$ cat config.mk
export PLATFORM = sky130hd
export DESIGN_NAME = irq_boundary_arbiter
export DESIGN_NICKNAME = d
export VERILOG_FILES = /design/src/rtl/irq_arb_pkg.sv /design/src/rtl/irq_qualify.sv /design/src/rtl/irq_prio_enc.sv /design/src/rtl/irq_latch_ctrl.sv /design/src/rtl/irq_boundary_arbiter.sv
export SDC_FILE = /design/constraint.sdc
export NUM_CORES = 1
export LEC_CHECK = 0
export BUFFER_PORTS_ARGS = -buffer_cell sky130_fd_sc_hd__clkbuf_2
export CAP_MARGIN = 5
export CELL_PAD_IN_SITES_DETAIL_PLACEMENT = 1
export CELL_PAD_IN_SITES_GLOBAL_PLACEMENT = 1
export CORE_UTILIZATION = 26
export DETAILED_ROUTE_END_ITERATION = 8
export PLACE_DENSITY = 0.82
export SKIP_LAST_GASP = 1
export SLEW_MARGIN = 20
export SYNTH_ARGS = -nofsm -noshare
export SYNTH_HDL_FRONTEND = slang
export SYNTH_SLANG_ARGS = --single-unit
$ cat constraint.sdc
create_clock -name clk -period 1.5 [get_ports clk]
set_clock_uncertainty 0.05 [all_clocks]
set_input_delay 0.075 -clock clk [delete_from_list [all_inputs] [get_ports clk]]
set_output_delay 0.075 -clock clk [all_outputs]
set_load 0.02 [all_outputs]
$ cat src/rtl/irq_arb_pkg.sv
package irq_arb_pkg;
  function automatic int vec_width(input int n_src);
    return $clog2(n_src + 1);
  endfunction
endpackage

$ cat src/rtl/irq_qualify.sv
module irq_qualify #(
  parameter int NUM_SRC = 8
) (
  input  logic [NUM_SRC-1:0] req,
  input  logic [NUM_SRC-1:0] en,
  input  logic               mask,
  output logic [NUM_SRC-1:0] qual
);
  always_comb qual = mask ? '0 : (req & en);
endmodule

$ cat src/rtl/irq_prio_enc.sv
module irq_prio_enc #(
  parameter int NUM_SRC = 8,
  parameter int VW      = irq_arb_pkg::vec_width(NUM_SRC)
) (
  input  logic               clk,
  input  logic               rst,
  input  logic [NUM_SRC-1:0] qual,
  output logic               any,
  output logic [VW-1:0]      win
);
  logic [NUM_SRC-1:0] grant;
  logic [NUM_SRC:0]   seen;

  assign seen[0] = 1'b0;
  for (genvar i = 0; i < NUM_SRC; i++) begin : g_chain
    assign grant[i]  = qual[i] & ~seen[i];
    assign seen[i+1] = seen[i] | qual[i];
  end

  always_comb begin
    win = '0;
    for (int i = 0; i < NUM_SRC; i++)
      if (grant[i]) win = win | VW'(i);
  end
  assign any = seen[NUM_SRC];


  grant_onehot_chk: assert property (@(posedge clk) disable iff (rst)
    $onehot0(grant) && (any == (grant != '0)));
endmodule

$ cat src/rtl/irq_latch_ctrl.sv
module irq_latch_ctrl #(
  parameter int VW = 4
) (
  input  logic          clk,
  input  logic          rst,
  input  logic          insn_done,
  input  logic          mask,
  input  logic          ack,
  input  logic          any,
  input  logic [VW-1:0] win,
  output logic          take,
  output logic          held,
  output logic [VW-1:0] idx
);
  localparam logic [VW-1:0] IDLE = '1;
  logic mask_q;
  logic release_now;

  assign release_now = held && (ack || (mask_q && !mask));

  always_ff @(posedge clk) begin
    if (rst) begin
      take   <= 1'b0;
      held   <= 1'b0;
      idx    <= IDLE;
      mask_q <= 1'b0;
    end else begin
      mask_q <= mask;
      take   <= 1'b0;
      if (release_now) begin
        held <= 1'b0;
        idx  <= IDLE;
      end else if (!held && insn_done && any) begin
        take <= 1'b1;
        held <= 1'b1;
        idx  <= win;
      end
    end
  end


  take_pulse_chk: assert property (@(posedge clk) disable iff (rst)
    take |=> !take);

  hold_stable_chk: assert property (@(posedge clk) disable iff (rst)
    (held && !ack && !(mask_q && !mask)) |=> (held && $stable(idx) && !take));
endmodule

$ cat src/rtl/irq_boundary_arbiter.sv
module irq_boundary_arbiter #(
  parameter int NUM_SRC = 8,
  localparam int VW     = irq_arb_pkg::vec_width(NUM_SRC)
) (
  input  logic               clk,
  input  logic               rst,
  input  logic [NUM_SRC-1:0] irq_req,
  input  logic [NUM_SRC-1:0] irq_en,
  input  logic               irq_mask,
  input  logic               insn_done,
  input  logic               svc_ack,
  output logic               take_irq,
  output logic               irq_latched,
  output logic [VW-1:0]      vec_idx
);
  logic [NUM_SRC-1:0] qual;
  logic               any;
  logic [VW-1:0]      win;

  irq_qualify #(.NUM_SRC(NUM_SRC)) u_qual (
    .req(irq_req), .en(irq_en), .mask(irq_mask), .qual(qual));

  irq_prio_enc #(.NUM_SRC(NUM_SRC), .VW(VW)) u_enc (
    .clk(clk), .rst(rst), .qual(qual), .any(any), .win(win));

  irq_latch_ctrl #(.VW(VW)) u_ctl (
    .clk(clk), .rst(rst), .insn_done(insn_done), .mask(irq_mask),
    .ack(svc_ack), .any(any), .win(win),
    .take(take_irq), .held(irq_latched), .idx(vec_idx));


  take_at_boundary_chk: assert property (@(posedge clk) disable iff (rst)
    $rose(take_irq) |-> $past(insn_done));

  take_unmasked_chk: assert property (@(posedge clk) disable iff (rst)
    $rose(take_irq) |-> !$past(irq_mask));

  take_with_flag_chk: assert property (@(posedge clk) disable iff (rst)
    take_irq |-> irq_latched);

  idle_vec_chk: assert property (@(posedge clk) disable iff (rst)
    !irq_latched |-> (vec_idx == '1));

  ack_release_chk: assert property (@(posedge clk) disable iff (rst)
    (irq_latched && svc_ack) |=> !irq_latched);
endmodule

==> metrics <==
fin crit period=~1.3 ns; Slew Viols, Final=0; worst-path cell with the longest stage delay=dfxtp_1; Synth warnings=0; crit end category=register; Post-Synth XOR/XNOR Area=0; critical path type=reg2reg; cell count after synthesis=40; global-route usage over all layers=0.155; row count=13; Simple-Gate Fraction of Synth Area=0.184; port bufs=26; Avg Inst Size Synth=between 9 and 10 um^2; GPL Wtd Cong=0.668; Cell Pwr Density=a little over 900 nW/um^2; status=completed; RSZ-0062 raised after global routing=no; HPWL Detailed=917 um; Initial Utilization=0.286; die height=a little over 40 um; power share of the combinational group=0.257; NetSw=0.147 mW; adder-cell share of the synthesized area=0; drt pass-1 iters=1; core area=between 1000 and 1500 um^2; Die W=just over 40 um; most frequent cell after synthesis=dfxtp_1; antenna violations before repair=0; Avg WL per Cell=roughly 13 um; normalized max-slew margin=0.734; largest family of logic cells by synthesized area=compound AO/OA/AOI/OAI gates; asr flop ratio synth=0; Critical Path RT=roughly 1.6 ns; period utilization=0.878; DR vias/cell=approximately 5.2; worst skew pair latency=approximately 0.25 ns; Synth area leaders=dfxtp_1 (37%), o41ai_4 (7.2%), a22o_1 (6.9%), a32o_1 (5.2%), nand2_1 (4.9%); area grow syn2layout=45.9%; top cells by count, synth=dfxtp_1 (7), nand2_1 (5), nor2_1 (4); Synth Net Count=61; total gr overflow=0; final antenna diode count=0; final hold viol count=0; reg-to-reg startpoint=u_ctl.held; Total Negative Setup Slacks=0 ns; internal power=~0.36 mW; CP max stage delay=around 0.34 ns; Min-Delay Startpoint=rst; postcts setup bufs=0; clk buf depth=2; largest net degree at the start of global routing=7; Detailed Route WL=roughly 1.1 mm; Leakage=between 0.2 and 0.3 nW; IO Pins=27; Root Driver=clkbuf_4; maximum clock rate=between 0.7 and 0.8 GHz; H-tree Lvls=1; synthesized area=around 380 um^2; post-CTS sizing=0; CTS Sinks=7; post-synthesis sequential area ratio=0.367; Post-synth EDFFs=0; post-synth top area share=0.367; Hold-fix buffers, CTS=0; Yosys reg bits=7; top_reg_cell synth=dfxtp_1; Peak VDD IR=approximately 0.43 mV; die footprint=1620 um^2; CTS tree=done; max-cap check violation count=0; nets@finish=92; Critical Path Start Type=register; post-route ant nets=0; Yosys cell types=20; Compound-Gate Fraction of Synth Area=0.439; # DRC=0; hold crit path type=in2reg; vias in the first global route=424; Setup Viol. Count Final=0; CTS Buf Count=3; area leader, netlist=dfxtp_1; switching portion of total power=0.289; initial DRC count=0; layout cells sized above 1=0.471; CTS clk-pin slew, worst paths=around 0.05 ns; via count=approximately 440; first-pass GRT wire length=~1.6 mm; post-synthesis mux area share=0; Crit path arrival time=1.39 ns; worst hold-check slack=between 0.01 and 0.015 ns; register share of total power=0.411; crit-path cells=nor3b_1 -> o41ai_4 -> nor2_2 -> a22oi_2; Crit Path Max Fanout=5; clock share of power=0.333; worst setup path startpoint=u_ctl.held; worst-margin pin slew=slightly below 0.4 ns
## worst max-delay path: cells and delay by family, from the launching register on
family	cells	cell delay (ns)
DFF	1	0.34
AOI/OAI and AO/OA	2	0.27
and+or+nand+nor	2	0.53
## registers in the layout, summed over array words and instances (netlist names)
register,flops
u_ctl.idx,4
u_ctl.held,1
u_ctl.mask_q,1
u_ctl.take,1
## power by group through the flow
| stage | clock, mW | combinational, mW | sequential, mW |
|---|---|---|---|
| 6_report | 0.169 | 0.130 | 0.208 |
| 5_1_grt | 0.187 | 0.144 | 0.211 |
| 4_1_cts | 0.177 | 0.132 | 0.209 |
| 3_5_place_dp | 0 | 0.131 | 0.212 |
| 3_3_place_gp | 0 | 0.129 | 0.212 |
| 2_1_floorplan | 0 | 0.0567 | 0.227 |
## layer usage
layer	part of all wire	global-route usage	wire [um]	vias to the layer above
li1	-	-	-	218
met1	0.39	0.154	413	194
met2	0.49	0.298	523	24
met3	0.10	0.0167	106	2
met4	0.022	0.100	23	0
met5	0	0	0	-
## path summary, 6_finish.rpt
| check | endpoint | slack [ns] | cells after the start |
|---|---|---|---|
| setup / recovery | u_ctl.idx[0] | 0.18 | 4 |
| hold / removal | u_ctl.mask_q | 0.01 | 2 |
| setup reg to reg | u_ctl.idx[0] | 0.18 | 4 |
| hold reg to reg | u_ctl.idx[3] | 0.46 | 2 |
## final cells by class
| type | count | area (um^2) |
|---|---|---|
| multi-input combinational | 32 | 238 |
| sequential | 7 | 140 |
| timing repair buffer | 26 | 130 |
| clock buffer | 4 | 26.3 |
| tap | 15 | 18.8 |
| fill | 176 | 777 |
| inverter | 1 | 3.75 |
## cell usage in the layout, fill, tap and decap left out
| cell type | n |
|---|---|
| a21o_1 | 1 |
| nor2_2 | 1 |
| nand2_1 | 5 |
| clkbuf_2 | 26 |
| clkbuf_1 | 1 |
| o311ai_0 | 1 |
| nor2_1 | 4 |
| o21a_1 | 1 |
| o2bb2ai_1 | 1 |
| a32oi_1 | 1 |
| a32o_1 | 2 |
| nor2b_1 | 2 |
| nor3_1 | 2 |
| o41ai_4 | 1 |
| a21oi_1 | 3 |
| inv_1 | 1 |
| a22o_4 | 1 |
| nor3b_1 | 1 |
| a22oi_2 | 1 |
| a22oi_1 | 1 |
| dfxtp_1 | 7 |
| clkbuf_4 | 3 |
| a22o_1 | 3 |
## metrics by stage
stage	utilization	std cells	setup slack, ns	area [um^2]	power (mW)
after floorplan	-	40	0.180	382	0.283
final	0.417	85	0.183	557	0.508
after detailed placement	0.398	81	0.132	531	0.344
after CTS	0.417	85	0.161	557	0.518
after global routing	0.417	85	0.0897	557	0.541
after global placement	0.398	81	0.176	531	0.340
## cells by family (layout without fill, tap and decap cells)
| logic type | count (synthesis) | after routing |
|---|---|---|
| compound gates | 17 | 17 |
| simple gates | 15 | 15 |
| flops | 7 | 7 |
| buf+inv | 1 | 31 |
(Power assumes the default switching activity.)
